`config.mk`:
```
export PLATFORM = sky130hd
export DESIGN_NAME = cfg_flash_loader
export DESIGN_NICKNAME = d
export VERILOG_FILES = /design/src/rtl/cfg_flash_pkg.sv /design/src/rtl/cfg_spi_byte_engine.sv /design/src/rtl/cfg_crc32.sv /design/src/rtl/cfg_stream_parser.sv /design/src/rtl/cfg_flash_loader.sv
export SDC_FILE = /design/constraint.sdc
export NUM_CORES = 1
export LEC_CHECK = 0
export BUFFER_PORTS_ARGS = -buffer_cell sky130_fd_sc_hd__buf_2
export CORE_MARGIN = 8
export CORE_UTILIZATION = 67
export CTS_CLUSTER_DIAMETER = 150
export CTS_CLUSTER_SIZE = 10
export DETAILED_ROUTE_END_ITERATION = 12
export PLACE_DENSITY = 0.85
export SYNTH_ARGS = -nofsm -noshare
export SYNTH_HDL_FRONTEND = slang
export SYNTH_HIERARCHICAL = 1
export SYNTH_SLANG_ARGS = --single-unit
```
`constraint.sdc`:
```
create_clock -name clk -period 6.1 [get_ports clk]
set_clock_uncertainty 0.05 [all_clocks]
set_input_delay 1.525 -clock clk [delete_from_list [all_inputs] [get_ports clk]]
set_output_delay 1.525 -clock clk [all_outputs]
set_load 0.03 [all_outputs]
```
`src/rtl/cfg_flash_pkg.sv`:
```
package cfg_flash_pkg;

  localparam logic [31:0] SYNC_WORD = 32'hAA99_5566;
  localparam logic [31:0] CRC_POLY  = 32'hEDB8_8320;
  localparam int          HDR_W     = 32;

  typedef enum logic [1:0] {
    FLT_NONE    = 2'd0,
    FLT_VARIANT = 2'd1,
    FLT_TIMEOUT = 2'd2,
    FLT_CRC     = 2'd3
  } fault_t;

  typedef enum logic [1:0] {
    TS_IDLE,
    TS_CMD,
    TS_STREAM
  } top_state_t;

  typedef enum logic [2:0] {
    PS_HUNT,
    PS_LEN,
    PS_PAY,
    PS_TRL,
    PS_END
  } parse_state_t;

  typedef struct packed {
    logic       ok;
    logic [7:0] opcode;
    logic [2:0] cmd_bytes;
  } rd_mode_t;

  function automatic rd_mode_t decode_variant(input logic [2:0] v);
    rd_mode_t m;
    m = '{ok: 1'b0, opcode: 8'h00, cmd_bytes: 3'd0};
    case (v)
      3'b111:  m = '{ok: 1'b1, opcode: 8'h0B, cmd_bytes: 3'd5};
      3'b101:  m = '{ok: 1'b1, opcode: 8'h03, cmd_bytes: 3'd4};
      default: m = '{ok: 1'b0, opcode: 8'h00, cmd_bytes: 3'd0};
    endcase
    return m;
  endfunction

  function automatic logic [31:0] crc_step(input logic [31:0] c, input logic [7:0] d);
    logic [31:0] r;
    r = c ^ {24'h0, d};
    for (int i = 0; i < 8; i++) begin
      r = r[0] ? ((r >> 1) ^ CRC_POLY) : (r >> 1);
    end
    return r;
  endfunction

endpackage

```
`src/rtl/cfg_spi_byte_engine.sv`:
```
module cfg_spi_byte_engine #(
  parameter int CLK_DIV = 2
) (
  input  logic       clk,
  input  logic       rst,
  input  logic       go,
  input  logic [7:0] tx_byte,
  input  logic       miso,
  output logic       sck,
  output logic       mosi,
  output logic       byte_done,
  output logic [7:0] rx_byte
);

  localparam int CW = $clog2(CLK_DIV) + 1;
  localparam logic [CW-1:0] HALF_LAST = CW'(CLK_DIV - 1);

  logic          active;
  logic [CW-1:0] div_cnt;
  logic [2:0]    bit_idx;
  logic [7:0]    tx_sh;
  logic [7:0]    rx_sh;

  always_ff @(posedge clk) begin
    byte_done <= 1'b0;
    if (rst) begin
      active  <= 1'b0;
      div_cnt <= '0;
      bit_idx <= '0;
      tx_sh   <= '0;
      rx_sh   <= '0;
      rx_byte <= '0;
      sck     <= 1'b0;
      mosi    <= 1'b0;
    end else if (!active) begin
      if (go) begin
        active  <= 1'b1;
        tx_sh   <= tx_byte;
        mosi    <= tx_byte[7];
        bit_idx <= '0;
        div_cnt <= '0;
        sck     <= 1'b0;
      end
    end else if (div_cnt == HALF_LAST) begin
      div_cnt <= '0;
      if (!sck) begin
        // rising edge: capture flash data
        sck   <= 1'b1;
        rx_sh <= {rx_sh[6:0], miso};
      end else begin
        // falling edge: present next command bit or finish
        sck <= 1'b0;
        if (bit_idx == 3'd7) begin
          active    <= 1'b0;
          byte_done <= 1'b1;
          rx_byte   <= rx_sh;
        end else begin
          bit_idx <= bit_idx + 3'd1;
          tx_sh   <= {tx_sh[6:0], 1'b0};
          mosi    <= tx_sh[6];
        end
      end
    end else begin
      div_cnt <= div_cnt + 1'b1;
    end
  end

endmodule

```
`src/rtl/cfg_crc32.sv`:
```
module cfg_crc32 (
  input  logic        clk,
  input  logic        rst,
  input  logic        init,
  input  logic        en,
  input  logic [7:0]  din,
  output logic [31:0] crc
);
  import cfg_flash_pkg::*;

  always_ff @(posedge clk) begin
    if (rst || init) begin
      crc <= 32'hFFFF_FFFF;
    end else if (en) begin
      crc <= crc_step(crc, din);
    end
  end

endmodule

```
`src/rtl/cfg_stream_parser.sv`:
```
module cfg_stream_parser #(
  parameter int TMO_W = 16
) (
  input  logic             clk,
  input  logic             rst,
  input  logic             clr,
  input  logic             in_valid,
  input  logic [7:0]       in_byte,
  input  logic [TMO_W-1:0] limit,
  output logic             out_valid,
  output logic [7:0]       out_byte,
  output logic             fin,
  output logic             ok,
  output logic             timed_out
);
  import cfg_flash_pkg::*;

  parse_state_t     ps;
  logic [31:0]      win;
  logic [31:0]      len_acc;
  logic [31:0]      remain;
  logic [31:0]      trl;
  logic [TMO_W-1:0] seen;
  logic [1:0]       hdr_idx;
  logic [31:0]      crc_state;

  logic [31:0]      win_n;
  logic [31:0]      len_n;
  logic [31:0]      trl_n;
  logic [TMO_W-1:0] seen_n;
  logic             crc_en;

  assign win_n  = {win[23:0], in_byte};
  assign len_n  = {len_acc[23:0], in_byte};
  assign trl_n  = {trl[23:0], in_byte};
  assign seen_n = seen + 1'b1;
  assign crc_en = in_valid && (ps == PS_PAY);

  cfg_crc32 u_crc (
    .clk  (clk),
    .rst  (rst),
    .init (clr),
    .en   (crc_en),
    .din  (in_byte),
    .crc  (crc_state)
  );

  always_ff @(posedge clk) begin
    out_valid <= 1'b0;
    if (rst || clr) begin
      ps        <= PS_HUNT;
      win       <= '0;
      len_acc   <= '0;
      remain    <= '0;
      trl       <= '0;
      seen      <= '0;
      hdr_idx   <= '0;
      out_byte  <= '0;
      fin       <= 1'b0;
      ok        <= 1'b0;
      timed_out <= 1'b0;
    end else if (in_valid) begin
      case (ps)
        PS_HUNT: begin
          win  <= win_n;
          seen <= seen_n;
          if (win_n == SYNC_WORD) begin
            ps      <= PS_LEN;
            hdr_idx <= '0;
          end else if (seen_n >= limit) begin
            ps        <= PS_END;
            fin       <= 1'b1;
            timed_out <= 1'b1;
          end
        end
        PS_LEN: begin
          len_acc <= len_n;
          hdr_idx <= hdr_idx + 2'd1;
          if (hdr_idx == 2'd3) begin
            if (len_n == '0) begin
              ps <= PS_TRL;
            end else begin
              ps     <= PS_PAY;
              remain <= len_n;
            end
          end
        end
        PS_PAY: begin
          out_valid <= 1'b1;
          out_byte  <= in_byte;
          remain    <= remain - 1'b1;
          if (remain == 32'd1) ps <= PS_TRL;
        end
        PS_TRL: begin
          trl     <= trl_n;
          hdr_idx <= hdr_idx + 2'd1;
          if (hdr_idx == 2'd3) begin
            ps  <= PS_END;
            fin <= 1'b1;
            ok  <= (trl_n == ~crc_state);
          end
        end
        default: ;
      endcase
    end
  end

endmodule

```
`src/rtl/cfg_flash_loader.sv`:
```
module cfg_flash_loader #(
  parameter int CLK_DIV = 2,
  parameter int TMO_W   = 16
) (
  input  logic             clk,
  input  logic             rst,
  input  logic             start,
  input  logic [2:0]       variant,
  input  logic [TMO_W-1:0] sync_limit,
  output logic             spi_cs_n,
  output logic             spi_sck,
  output logic             spi_mosi,
  input  logic             spi_miso,
  output logic [7:0]       data_byte,
  output logic             data_valid,
  output logic             done,
  output logic             error,
  output logic [1:0]       fault_code
);
  import cfg_flash_pkg::*;

  top_state_t st;
  rd_mode_t   mode_n;
  logic       go_q;
  logic [7:0] tx_q;
  logic [2:0] cmd_idx;
  logic [2:0] cmd_total;
  logic       pend;
  logic       busy;

  logic       eng_done;
  logic [7:0] eng_rx;
  logic       p_clr;
  logic       p_valid;
  logic       p_fin;
  logic       p_ok;
  logic       p_tmo;

  assign mode_n  = decode_variant(variant);
  assign busy    = (st != TS_IDLE);
  assign p_clr   = (st == TS_IDLE) && start;
  assign p_valid = eng_done && (st == TS_STREAM);

  cfg_spi_byte_engine #(.CLK_DIV(CLK_DIV)) u_eng (
    .clk       (clk),
    .rst       (rst),
    .go        (go_q),
    .tx_byte   (tx_q),
    .miso      (spi_miso),
    .sck       (spi_sck),
    .mosi      (spi_mosi),
    .byte_done (eng_done),
    .rx_byte   (eng_rx)
  );

  cfg_stream_parser #(.TMO_W(TMO_W)) u_parse (
    .clk       (clk),
    .rst       (rst),
    .clr       (p_clr),
    .in_valid  (p_valid),
    .in_byte   (eng_rx),
    .limit     (sync_limit),
    .out_valid (data_valid),
    .out_byte  (data_byte),
    .fin       (p_fin),
    .ok        (p_ok),
    .timed_out (p_tmo)
  );

  always_ff @(posedge clk) begin
    go_q <= 1'b0;
    if (rst) begin
      st         <= TS_IDLE;
      tx_q       <= '0;
      cmd_idx    <= '0;
      cmd_total  <= '0;
      pend       <= 1'b0;
      spi_cs_n   <= 1'b1;
      done       <= 1'b0;
      error      <= 1'b0;
      fault_code <= FLT_NONE;
    end else begin
      // next-byte decision is taken one cycle after a byte completes,
      // once the parser has absorbed it
      pend <= eng_done;
      case (st)
        TS_IDLE: begin
          if (start) begin
            done       <= 1'b0;
            error      <= 1'b0;
            fault_code <= FLT_NONE;
            if (mode_n.ok) begin
              st        <= TS_CMD;
              spi_cs_n  <= 1'b0;
              go_q      <= 1'b1;
              tx_q      <= mode_n.opcode;
              cmd_idx   <= 3'd1;
              cmd_total <= mode_n.cmd_bytes;
            end else begin
              error      <= 1'b1;
              fault_code <= FLT_VARIANT;
            end
          end
        end
        TS_CMD: begin
          if (pend) begin
            go_q <= 1'b1;
            tx_q <= 8'h00;      // address and dummy bytes are all zero
            if (cmd_idx == cmd_total) begin
              st <= TS_STREAM;
            end else begin
              cmd_idx <= cmd_idx + 3'd1;
            end
          end
        end
        TS_STREAM: begin
          if (pend) begin
            if (p_fin) begin
              st         <= TS_IDLE;
              spi_cs_n   <= 1'b1;
              done       <= p_ok;
              error      <= !p_ok;
              fault_code <= p_ok ? FLT_NONE : (p_tmo ? FLT_TIMEOUT : FLT_CRC);
            end else begin
              go_q <= 1'b1;
              tx_q <= 8'h00;
            end
          end
        end
        default: st <= TS_IDLE;
      endcase
    end
  end

endmodule

```
==> reports/summary.txt <==
Worst-margin pin slew = 1055 ps
Clock Latency Late Sink = 530 ps
Fin crit period = 3915 ps
CTS tree = yes
Port bufs = 38
Vias = 9819
Asr flop ratio synth = 0%
Register area share after synthesis = 38.32%
CP Max Fanout = 27
Cell taking the most area after synthesis = dfxtp_1
Core Util, Final = 73.43%
Vias in the first global route = 9516
Most frequent cell after synthesis = nand2_1
Effective utilization at floorplan = 68.36%
Crit Path Category = flip-flop to flip-flop
Commonest cells in the synthesized netlist = 246 x nand2_1, 217 x dfxtp_1, 137 x a21oi_1
CTS Buffer Depth = 3
Placed cell area = 11540 sq um
# rows = 47
Post-CTS Hold Buffers = 0
Maximum VDD drop = 0.2485 mV
CP endpoint = u_parse/remain[26]
Setup crit start = st[0]
Fin crit share = 64.17%
Ys Warns = 6
Design Power = 3104 uW
Crit path DAT = 4220 ps
Buf/Inv on CP = 1
Mapped cell area = 11340 sq um
Share of cells above drive strength 1 = 9.144%
Initial DRC Count = 1067
Setup violators final = 0
Final non-filler cell total = 1587
Synthesis-to-layout area growth = 7.406%
Reg-to-reg slack, setup = 2190 ps
Post-synthesis cell type count = 92
GRT Total Usage = 25.19%
Final ANT Viol Nets = 0
Die area = 21340 sq um
Diodes inserted = 0
CTS Sinks = 217
Post-route setup TNS = 0 ps
Max Fclk = 255.5 MHz
Cells after Synth = 1368
Hold WC Path Type = flip-flop to flip-flop
CP Cell Sequence = inv_1, ha_1, and2_1, nand2b_1, a21oi_2, o31a_1, o21ai_0, a22oi_1, nor2_1
Routed Wire Length = 27820 um
Dpl hpwl = 18240 um
CP Launch Type = flip-flop
Die span in x = 146.1 um
Fin. Hold Viols = 0
Design Area, Final = 12180 sq um
Reg power frac = 47.3%
Pin count of the biggest net entering global routing = 99
Switching Share = 26.44%
WL per Instance = 17.53 um
Vias per cell = 6.187
CP endpoint kind = flip-flop
Max_slew headroom = 29.66%
Slowest stage cell, crit path = o31a_1
Fin. max-slew vios = 0
P_int = 2283 uW
Crit path required time = 6400 ps
Crit-path max cell delay = 960 ps
Postcts setup bufs = 0
R2r startpoint = st[0]
Primary FF master, synth = dfxtp_1
DRC = 0
Max Cap Violations = 0
Post-synth EDFFs = 0
Status = finished, final reports clean
NumNets Final = 1419
Dpl cells = 1560
Top cells by area, synth = dfxtp_1 38%, nand2_1 8.1%, xnor2_1 6.8%
Number of synthesized register bits = 217
Top-area cell type share of the netlist area = 38.32%
Core Area = 16580 sq um
Top Ports = 39
Filler cell count = 1249
Static leakage = 0.004390 uW
CP delay by family, top = compound AO/OA/AOI/OAI gates
Die H = 146.1 um
RSZ-0062 raised after global routing = no
Worst path depth = 9
Mean Syn Cell Area = 8.287 sq um
H-tree depth = 1
Combinational power share = 12.4%
Antenna violations before repair = 0
CTS root buf = clkbuf_16
Power per cell area = 254.9 nW/um^2
Clock power share = 40.3%
R2R Path End = u_parse/remain[26]
Global-route wire length before repair = 45890 um
Gates resized, CTS repair = 0
Pre-Repair DR Iteration Count = 5
Congestion Overflow GR = 0
Total CTS buffers = 25
Clock transition at path regs = 50 ps
R2R cell count = 9
RD Place Congestion = 0.8824
P_sw = 820.7 uW
flip-flops by register name, indices dropped and copies added (netlist names), 2 cells and up:
| signal | count |
|---|---|
| u_parse/remain | 32 |
| u_parse/u_crc/crc | 32 |
| u_parse/len_acc | 24 |
| u_parse/trl | 24 |
| u_parse/win | 24 |
| u_parse/seen | 16 |
| u_eng/rx_byte | 8 |
| u_eng/rx_sh | 8 |
| u_parse/out_byte | 8 |
| u_eng/tx_sh | 7 |
| cmd_idx | 3 |
| u_eng/bit_idx | 3 |
| u_parse/ps | 3 |
| cmd_total | 2 |
| fault_code | 2 |
| st | 2 |
| tx_q | 2 |
| u_eng/div_cnt | 2 |
| u_parse/hdr_idx | 2 |
per-stage QoR:
| step | hold slack [ps] | setup slack, ps |
|---|---|---|
| CTS | 405.5 | 2251 |
| global route | 416.1 | 1924 |
| global placement | 382.3 | 2374 |
| floorplan | 370.4 | 3109 |
| finish | 406.1 | 2185 |
| detailed placement | 396.3 | 2322 |
worst min path at each step:
stage                 startpoint           endpoint  slack, ps  cells after the start
4_1_cts        u_parse/timed_out  u_parse/timed_out        410                      2
5_1_grt          u_parse/win[23]    u_parse/win[23]        420                      2
3_5_place_dp   u_parse/timed_out  u_parse/timed_out        400                      2
3_3_place_gp   u_parse/timed_out  u_parse/timed_out        380                      2
6_report         u_parse/win[22]    u_parse/win[22]        410                      2
2_1_floorplan  u_parse/timed_out  u_parse/timed_out        370                      2
tightest hold or removal path, cell delays in order, from the launching register on:
cell and delay [ps]:
dfxtp_1 300, nand2_1 50, a21oi_1 50
cells in the final DEF, fill, tap and decap left out, drive strengths merged, types with 21 or more instances in the layout:
master / n
nand2: 246
dfxtp: 217
a21oi: 139
xnor2: 102
nor2: 97
o21ai: 83
buf: 52
inv: 33
nand3: 31
ha: 29
xor2: 26
nor4: 26
clkbuf: 25
mux2i: 22
nand4: 21
a211oi: 21
area by class of cell:
type                    count  area (sq um)  share of cell area [%]
clock buffers              25         625.6                   5.138
multi-input cells        1038          6499                   53.37
clock inverters             2         13.76                  0.1130
flip-flops and latches    217          4344                   35.68
well taps                 220         275.3                   2.261
inverters                  33         123.9                   1.017
repair buffers             52         295.3                   2.425
kinds of logic (layout without fill, tap and decap cells):
group,count (synthesis),in the layout,share of synthesized area [%]
AOI/OAI and AO/OA,331,331,17.72
xor gates and xnor gates,130,130,11.95
adders and majority gates,29,29,3.201
buffers and inverters,117,112,4.514
DFF,217,217,38.32
muxes,22,22,1.942
other,1,5,0.03308
and+or+nand+nor,521,521,22.32
power by group through the flow:
stage          Sequential (uW)  Clock (uW)  Combinational, uW
2_1_floorplan             1500           0                294
3_3_place_gp              1500           0                369
3_5_place_dp              1500           0                378
4_1_cts                   1470        1260                380
5_1_grt                   1470        1320                418
6_report                  1470        1250                384
per-layer routing:
| metal | vias to the layer above | routed length, um | GRT usage, % |
|---|---|---|---|
| met5 | - | 0 | 0 |
| met3 | 90 | 1865 | 4.079 |
| met1 | 4587 | 11890 | 32.02 |
| li1 | 4725 | - | - |
| met4 | 0 | 1115 | 11.49 |
| met2 | 417 | 12940 | 41.37 |
(Power assumes the default switching activity.)
